--- src/rtl/nbaPkg.sv ---
package nbaPkg;

  // Fractional bits kept on every scaled sum so 1/8 is exact
  localparam int FRAC_BITS = 3;

  typedef logic [1:0] scaleCode_t;

  // Per-unit configuration held in the datapath
  typedef struct packed {
    scaleCode_t scale;
    logic       joinNext;
  } blkCfg_t;

  // Strobes from control to datapath
  typedef struct packed {
    logic capSum;  // latch scaled unit sums
    logic capOut;  // latch chain totals and compare results
  } nbaStrobes_t;

endpackage

--- src/rtl/nbaBlockSum.sv ---
module nbaBlockSum
  import nbaPkg::*;
#(
  parameter int CONN = 128,
  localparam int BW  = $clog2(CONN + 1) + 2 + FRAC_BITS
) (
  input  logic [CONN-1:0]       inBits,
  input  logic [CONN-1:0]       wgtBits,
  input  scaleCode_t            scaleSel,
  output logic signed [BW-1:0]  scaled
);

  localparam int CW   = $clog2(CONN + 1);
  localparam int SUMW = CW + 2;

  logic [CW-1:0]              matchCnt;
  logic signed [SUMW-1:0]     rawSum;
  logic signed [BW-1:0]       fixedSum;

  // Count agreeing input/weight pairs (product = +1)
  always_comb begin
    matchCnt = '0;
    for (int k = 0; k < CONN; k++) begin
      matchCnt = matchCnt + CW'(inBits[k] ~^ wgtBits[k]);
    end
  end

  // 2*matches - CONN
  assign rawSum   = $signed({1'b0, matchCnt, 1'b0}) - $signed(SUMW'(CONN));
  assign fixedSum = {rawSum, {FRAC_BITS{1'b0}}};
  assign scaled   = fixedSum >>> scaleSel;

endmodule

--- src/rtl/nbaDatapath.sv ---
module nbaDatapath
  import nbaPkg::*;
#(
  parameter int NB   = 8,
  parameter int CONN = 128,
  parameter int BIW  = 3,
  parameter int GW   = 16
) (
  input  logic                 clk,
  input  logic                 rstN,
  input  nbaStrobes_t          strobes,
  input  logic                 wgtWrEn,
  input  logic [BIW-1:0]       wgtWrBlk,
  input  logic [CONN-1:0]      wgtWrData,
  input  logic                 cfgWrEn,
  input  logic [BIW-1:0]       cfgWrBlk,
  input  scaleCode_t           cfgScale,
  input  logic                 cfgJoin,
  input  logic [GW-1:0]        cfgRef,
  input  logic [NB*CONN-1:0]   inData,
  output logic [NB-1:0]        outBits,
  output logic [NB*GW-1:0]     neuronSum
);

  localparam int BW = $clog2(CONN + 1) + 2 + FRAC_BITS;

  logic [NB-1:0][CONN-1:0]  wgtMem;
  blkCfg_t [NB-1:0]         cfgMem;
  logic [NB-1:0][GW-1:0]    refMem;
  logic [NB-1:0][BW-1:0]    scaledReg;
  logic [NB-1:0]            bitsReg;
  logic [NB-1:0][GW-1:0]    sumReg;

  logic signed [BW-1:0]     scaledNow [NB];
  logic signed [GW-1:0]     fwd [NB];
  logic signed [GW-1:0]     tot [NB];

  // One dot-product unit and its storage per block
  for (genvar i = 0; i < NB; i++) begin : g_blk
    nbaBlockSum #(.CONN(CONN)) u_sum (
      .inBits  (inData[i*CONN +: CONN]),
      .wgtBits (wgtMem[i]),
      .scaleSel(cfgMem[i].scale),
      .scaled  (scaledNow[i])
    );

    always_ff @(posedge clk or negedge rstN) begin
      if (!rstN) begin
        wgtMem[i]    <= '0;
        cfgMem[i]    <= '0;
        refMem[i]    <= '0;
        scaledReg[i] <= '0;
      end else begin
        if (wgtWrEn && wgtWrBlk == BIW'(i)) begin
          wgtMem[i] <= wgtWrData;
        end
        if (cfgWrEn && cfgWrBlk == BIW'(i)) begin
          cfgMem[i].scale    <= cfgScale;
          cfgMem[i].joinNext <= cfgJoin;
          refMem[i]          <= cfgRef;
        end
        if (strobes.capSum) begin
          scaledReg[i] <= scaledNow[i];
        end
      end
    end
  end

  // Chain totals: forward running sums, then spread each run's total back
  always_comb begin
    fwd[0] = GW'($signed(scaledReg[0]));
    for (int i = 1; i < NB; i++) begin
      if (cfgMem[i-1].joinNext) begin
        fwd[i] = fwd[i-1] + GW'($signed(scaledReg[i]));
      end else begin
        fwd[i] = GW'($signed(scaledReg[i]));
      end
    end
    tot[NB-1] = fwd[NB-1];
    for (int i = NB - 2; i >= 0; i--) begin
      if (cfgMem[i].joinNext) begin
        tot[i] = tot[i+1];
      end else begin
        tot[i] = fwd[i];
      end
    end
  end

  always_ff @(posedge clk or negedge rstN) begin
    if (!rstN) begin
      bitsReg <= '0;
      sumReg  <= '0;
    end else if (strobes.capOut) begin
      for (int i = 0; i < NB; i++) begin
        bitsReg[i] <= (tot[i] >= $signed(refMem[i]));
        sumReg[i]  <= tot[i];
      end
    end
  end

  assign outBits   = bitsReg;
  assign neuronSum = sumReg;

endmodule

--- src/rtl/nbaControl.sv ---
module nbaControl
  import nbaPkg::*;
(
  input  logic        clk,
  input  logic        rstN,
  input  logic        evalStart,
  output nbaStrobes_t strobes,
  output logic        outValid
);

  logic pend;

  always_ff @(posedge clk or negedge rstN) begin
    if (!rstN) begin
      pend     <= 1'b0;
      outValid <= 1'b0;
    end else begin
      pend     <= evalStart;
      outValid <= pend;
    end
  end

  assign strobes.capSum = evalStart;
  assign strobes.capOut = pend;

endmodule

--- src/rtl/neuronBlockArray.sv ---
module neuronBlockArray
  import nbaPkg::*;
#(
  parameter int NB   = 8,
  parameter int CONN = 128,
  localparam int BIW = (NB > 1) ? $clog2(NB) : 1,
  localparam int GW  = $clog2(CONN + 1) + 2 + FRAC_BITS + $clog2(NB)
) (
  input  logic               clk,
  input  logic               rstN,
  input  logic               wgtWrEn,
  input  logic [BIW-1:0]     wgtWrBlk,
  input  logic [CONN-1:0]    wgtWrData,
  input  logic               cfgWrEn,
  input  logic [BIW-1:0]     cfgWrBlk,
  input  logic [1:0]         cfgScale,
  input  logic               cfgJoin,
  input  logic [GW-1:0]      cfgRef,
  input  logic [NB*CONN-1:0] inData,
  input  logic               evalStart,
  output logic               outValid,
  output logic [NB-1:0]      outBits,
  output logic [NB*GW-1:0]   neuronSum
);

  nbaStrobes_t strobes;

  nbaControl u_ctrl (
    .clk      (clk),
    .rstN     (rstN),
    .evalStart(evalStart),
    .strobes  (strobes),
    .outValid (outValid)
  );

  nbaDatapath #(.NB(NB), .CONN(CONN), .BIW(BIW), .GW(GW)) u_dp (
    .clk      (clk),
    .rstN     (rstN),
    .strobes  (strobes),
    .wgtWrEn  (wgtWrEn),
    .wgtWrBlk (wgtWrBlk),
    .wgtWrData(wgtWrData),
    .cfgWrEn  (cfgWrEn),
    .cfgWrBlk (cfgWrBlk),
    .cfgScale (cfgScale),
    .cfgJoin  (cfgJoin),
    .cfgRef   (cfgRef),
    .inData   (inData),
    .outBits  (outBits),
    .neuronSum(neuronSum)
  );

endmodule

--- config.mk ---
export PLATFORM = sky130hd
export DESIGN_NAME = neuronBlockArray
export DESIGN_NICKNAME = d
export VERILOG_FILES = /design/src/rtl/nbaPkg.sv /design/src/rtl/nbaBlockSum.sv /design/src/rtl/nbaDatapath.sv /design/src/rtl/nbaControl.sv /design/src/rtl/neuronBlockArray.sv
export SDC_FILE = /design/constraint.sdc
export NUM_CORES = 2
export LEC_CHECK = 0
export CAP_MARGIN = 0
export CORE_ASPECT_RATIO = 1.5
export CORE_UTILIZATION = 35
export DETAILED_ROUTE_END_ITERATION = 7
export PLACE_DENSITY_LB_ADDON = 0.2
export SETUP_SLACK_MARGIN = 0.1
export SLEW_MARGIN = 30
export SYNTH_ARGS = -nofsm -noshare
export SYNTH_HDL_FRONTEND = slang
export SYNTH_SLANG_ARGS = --single-unit
--- constraint.sdc ---
create_clock -name clk -period 23.7 [get_ports clk]
set_clock_uncertainty 0.05 [all_clocks]
set_input_delay 3.555 -clock clk [delete_from_list [all_inputs] [get_ports clk]]
set_output_delay 3.555 -clock clk [all_outputs]
set_load 0.05 [all_outputs]
==> impl_results.md <==
- Status: finished, final reports clean
- Setup CP Type: reg2reg
- Warnings from Yosys: 0
- Routed length on met3: 28190 um
- CTS H-tree depth: 4
- CTS Hold Bufs: 0
- Least-Margin Pin Slew: 1.092 ns
- Largest cells by area after synthesis: dfrtp_1, fa_1, mux2_2, ha_1, xor2_1
- Max_cap viols: 0
- # DRC: 0
- RSZ-0062 raised after global routing: false
- Worst EP required: 24.36 ns
- Synth area leader: dfrtp_1
- Total GRT Usage: 0.3006
- Slowest CP cell: or4b_2
- Final net count: 12.00k
- Filler cell count: 26.19k
- Final WL: 424200 um
- Critical path peak fanout: 7
- Starting density of the core: 0.3530
- Port bufs: 1310
- Crit end category: flop
- GRT overflow: 0
- Synth Instances: 8106
- Max Used Layer: met5
- Die Span Y: 648.2 um
- Layout cells sized above 1: 0.1858
- Ys flop type: dfrtp_1
- Flops & latches, synth: 1401
- Placer congestion estimate: 0.9725
- R2R Setup Slk: 10.39 ns
- Setup_tns: 0 ns
- Clock transition at the registers of the reported paths: 0.06 ns
- Clock buffer depth: 4
- CTS root buf: clkbuf_16
- Vias in the first global route: 72.25k
- Synthesized area: 97450 sq um
- Seq/Total Area, Yosys: 0.3598
- Wire length on met1: 148500 um
- Post-synth EDFFs: 0
- Syn Area/Cell: 12.02 sq um
- Hold crit path type: reg2reg
- Tmin final: 13.31 ns
- Area growth from synthesis to layout: 24.23%
- Top Family by Delay on Critical Path: compound AO/OA/AOI/OAI gates
- Critical Path Source Type: flop
- Row cnt: 236
- Core Area: 276100 sq um
- Post-CTS sizing: 0
- First-pass GRT wire length: 576200 um
- Wire per inst: 31.67 um
- Initial antenna violation count: 266
- Setup crit start: u_dp.fwd[113]
- Worst reg2reg path startpoint: u_dp.fwd[113]
- TritonCTS buffer count: 170
- Fin. max-slew vios: 0
- Clock sink count: 1401
- Worst slew margin: 0.2717
- Period utilization: 0.5618
- HP Start: u_dp.neuronSum[108]
- CP peak stage delay: 0.73 ns
- Io pins: 1319
- Most frequent cells in the layout: dfrtp_1, mux2_2, clkdlybuf4s50_1
- Fraction of registers with async set or reset after synthesis: 1.000
- DR iter-0 viols: 3761
- Library cells used by synthesis: 85
- Max Freq: 75.11 MHz
- Crit path buffers/inverters: 5
- Final Hold Vio Count: 0
- Die width: 432.8 um
- Most common cell after layout, fill and taps aside: dfrtp_1
- Worst skew pair latency: 0.89 ns
- Setup bufs post-CTS: 0
- Post-DRT Antenna Nets: 0
- Setup violators final: 0
- Most used cell, CP: ha_1
- Met2 Wirelength: 221300 um
- Initial DRT Pass Iterations: 6
- Area of the die: 280600 sq um
- Post-DP HPWL: 357100 um
- Top cell type's share of synthesized area: 0.3598
- Total number of vias: 66.45k
- CP Data Arrival Time: 13.98 ns
- DR vias/cell: 4.961
- CTS tree: done
- Largest net degree at the start of global routing: 129
## metrics by stage
step | std cells | util | instance area [sq um] | worst slack [ns] | hold slack (ns)
finish | 13400 | 0.4385 | 121100 | 10.39 | 0.4523
global route | 13350 | 0.4380 | 120900 | 9.424 | 0.4617
CTS | 13270 | 0.4369 | 120600 | 10.45 | 0.4560
detailed placement | 12980 | 0.4169 | 115100 | 10.47 | 0.4428
global placement | 12980 | 0.4173 | 115200 | 10.60 | 0.4345
floorplan | 8113 | - | 97470 | 12.26 | 0.3563
## area by class of cell
cell class | instances | area, sq um | area share
Antenna cell | 119 | 297.8 | 0.002460
Clock buffer | 239 | 4918 | 0.04063
Clock inverter | 51 | 621.8 | 0.005137
Inverter | 1217 | 4568 | 0.03773
Multi-Input combinational cell | 5247 | 56930 | 0.4703
Sequential cell | 1401 | 35060 | 0.2896
Tap cell | 3689 | 4616 | 0.03813
Timing Repair Buffer | 1432 | 14040 | 0.1160
## synthesized netlist by cell type, drive strengths merged, types with 15 or more instances
cell    instances
o22ai          18
buf            43
nor2          195
a31oi          20
inv          1215
xnor2         566
nand2         198
o21bai         43
nand3          32
a21oi         260
mux2i          74
dfrtp        1401
ha            425
nand2b         15
mux2         1312
clkbuf        205
a21o           83
xor2          573
nor2b          31
nand4          22
fa            927
nor3           28
o21ai         196
o211ai         36
o21a           34
## cells by family after synthesis
group,count (synthesis),share of synthesized area
AOI/OAI and AO/OA,780,0.04934
xor gates and xnor gates,1139,0.1024
adders and majority gates,1352,0.2450
buffers and inverters,1465,0.05674
DFF,1401,0.3598
muxes,1386,0.1594
other,1,0.00003848
and+or+nand+nor,582,0.02735
## flip-flops by register name, summed over array words and instances, names as in the netlist
| register | flops |
|---|---|
| u_ctrl.outValid | 1 |
| u_ctrl.pend | 1 |
| u_dp.cfgMem | 23 |
| u_dp.fwd | 12 |
| u_dp.neuronSum | 120 |
| u_dp.outBits | 8 |
| u_dp.refMem | 128 |
| u_dp.scaledReg | 84 |
| u_dp.wgtMem | 1024 |
## final timing paths
| path | endpoint | cells past startpoint |
|---|---|---|
| hold reg to reg | u_dp.neuronSum[108] | 1 |
| setup reg to reg | u_dp.outBits[1] | 59 |
| max in group asynchronous | u_dp.wgtMem[811] | 6 |
| hold / removal | u_dp.neuronSum[108] | 1 |
| setup / recovery | u_dp.outBits[1] | 59 |
| min in group asynchronous | u_dp.neuronSum[3] | 1 |
## metal layers
metal  vias to the layer above  global-route usage
met5                         -                   0
met2                      2045              0.5434
li1                      29100                   -
met4                       182              0.1581
met3                       957             0.08094
met1                     34160              0.3154
Power is left out: the tool's default activity adds up to more than one toggle a clock period on the data nets, which glitch-free logic cannot reach.
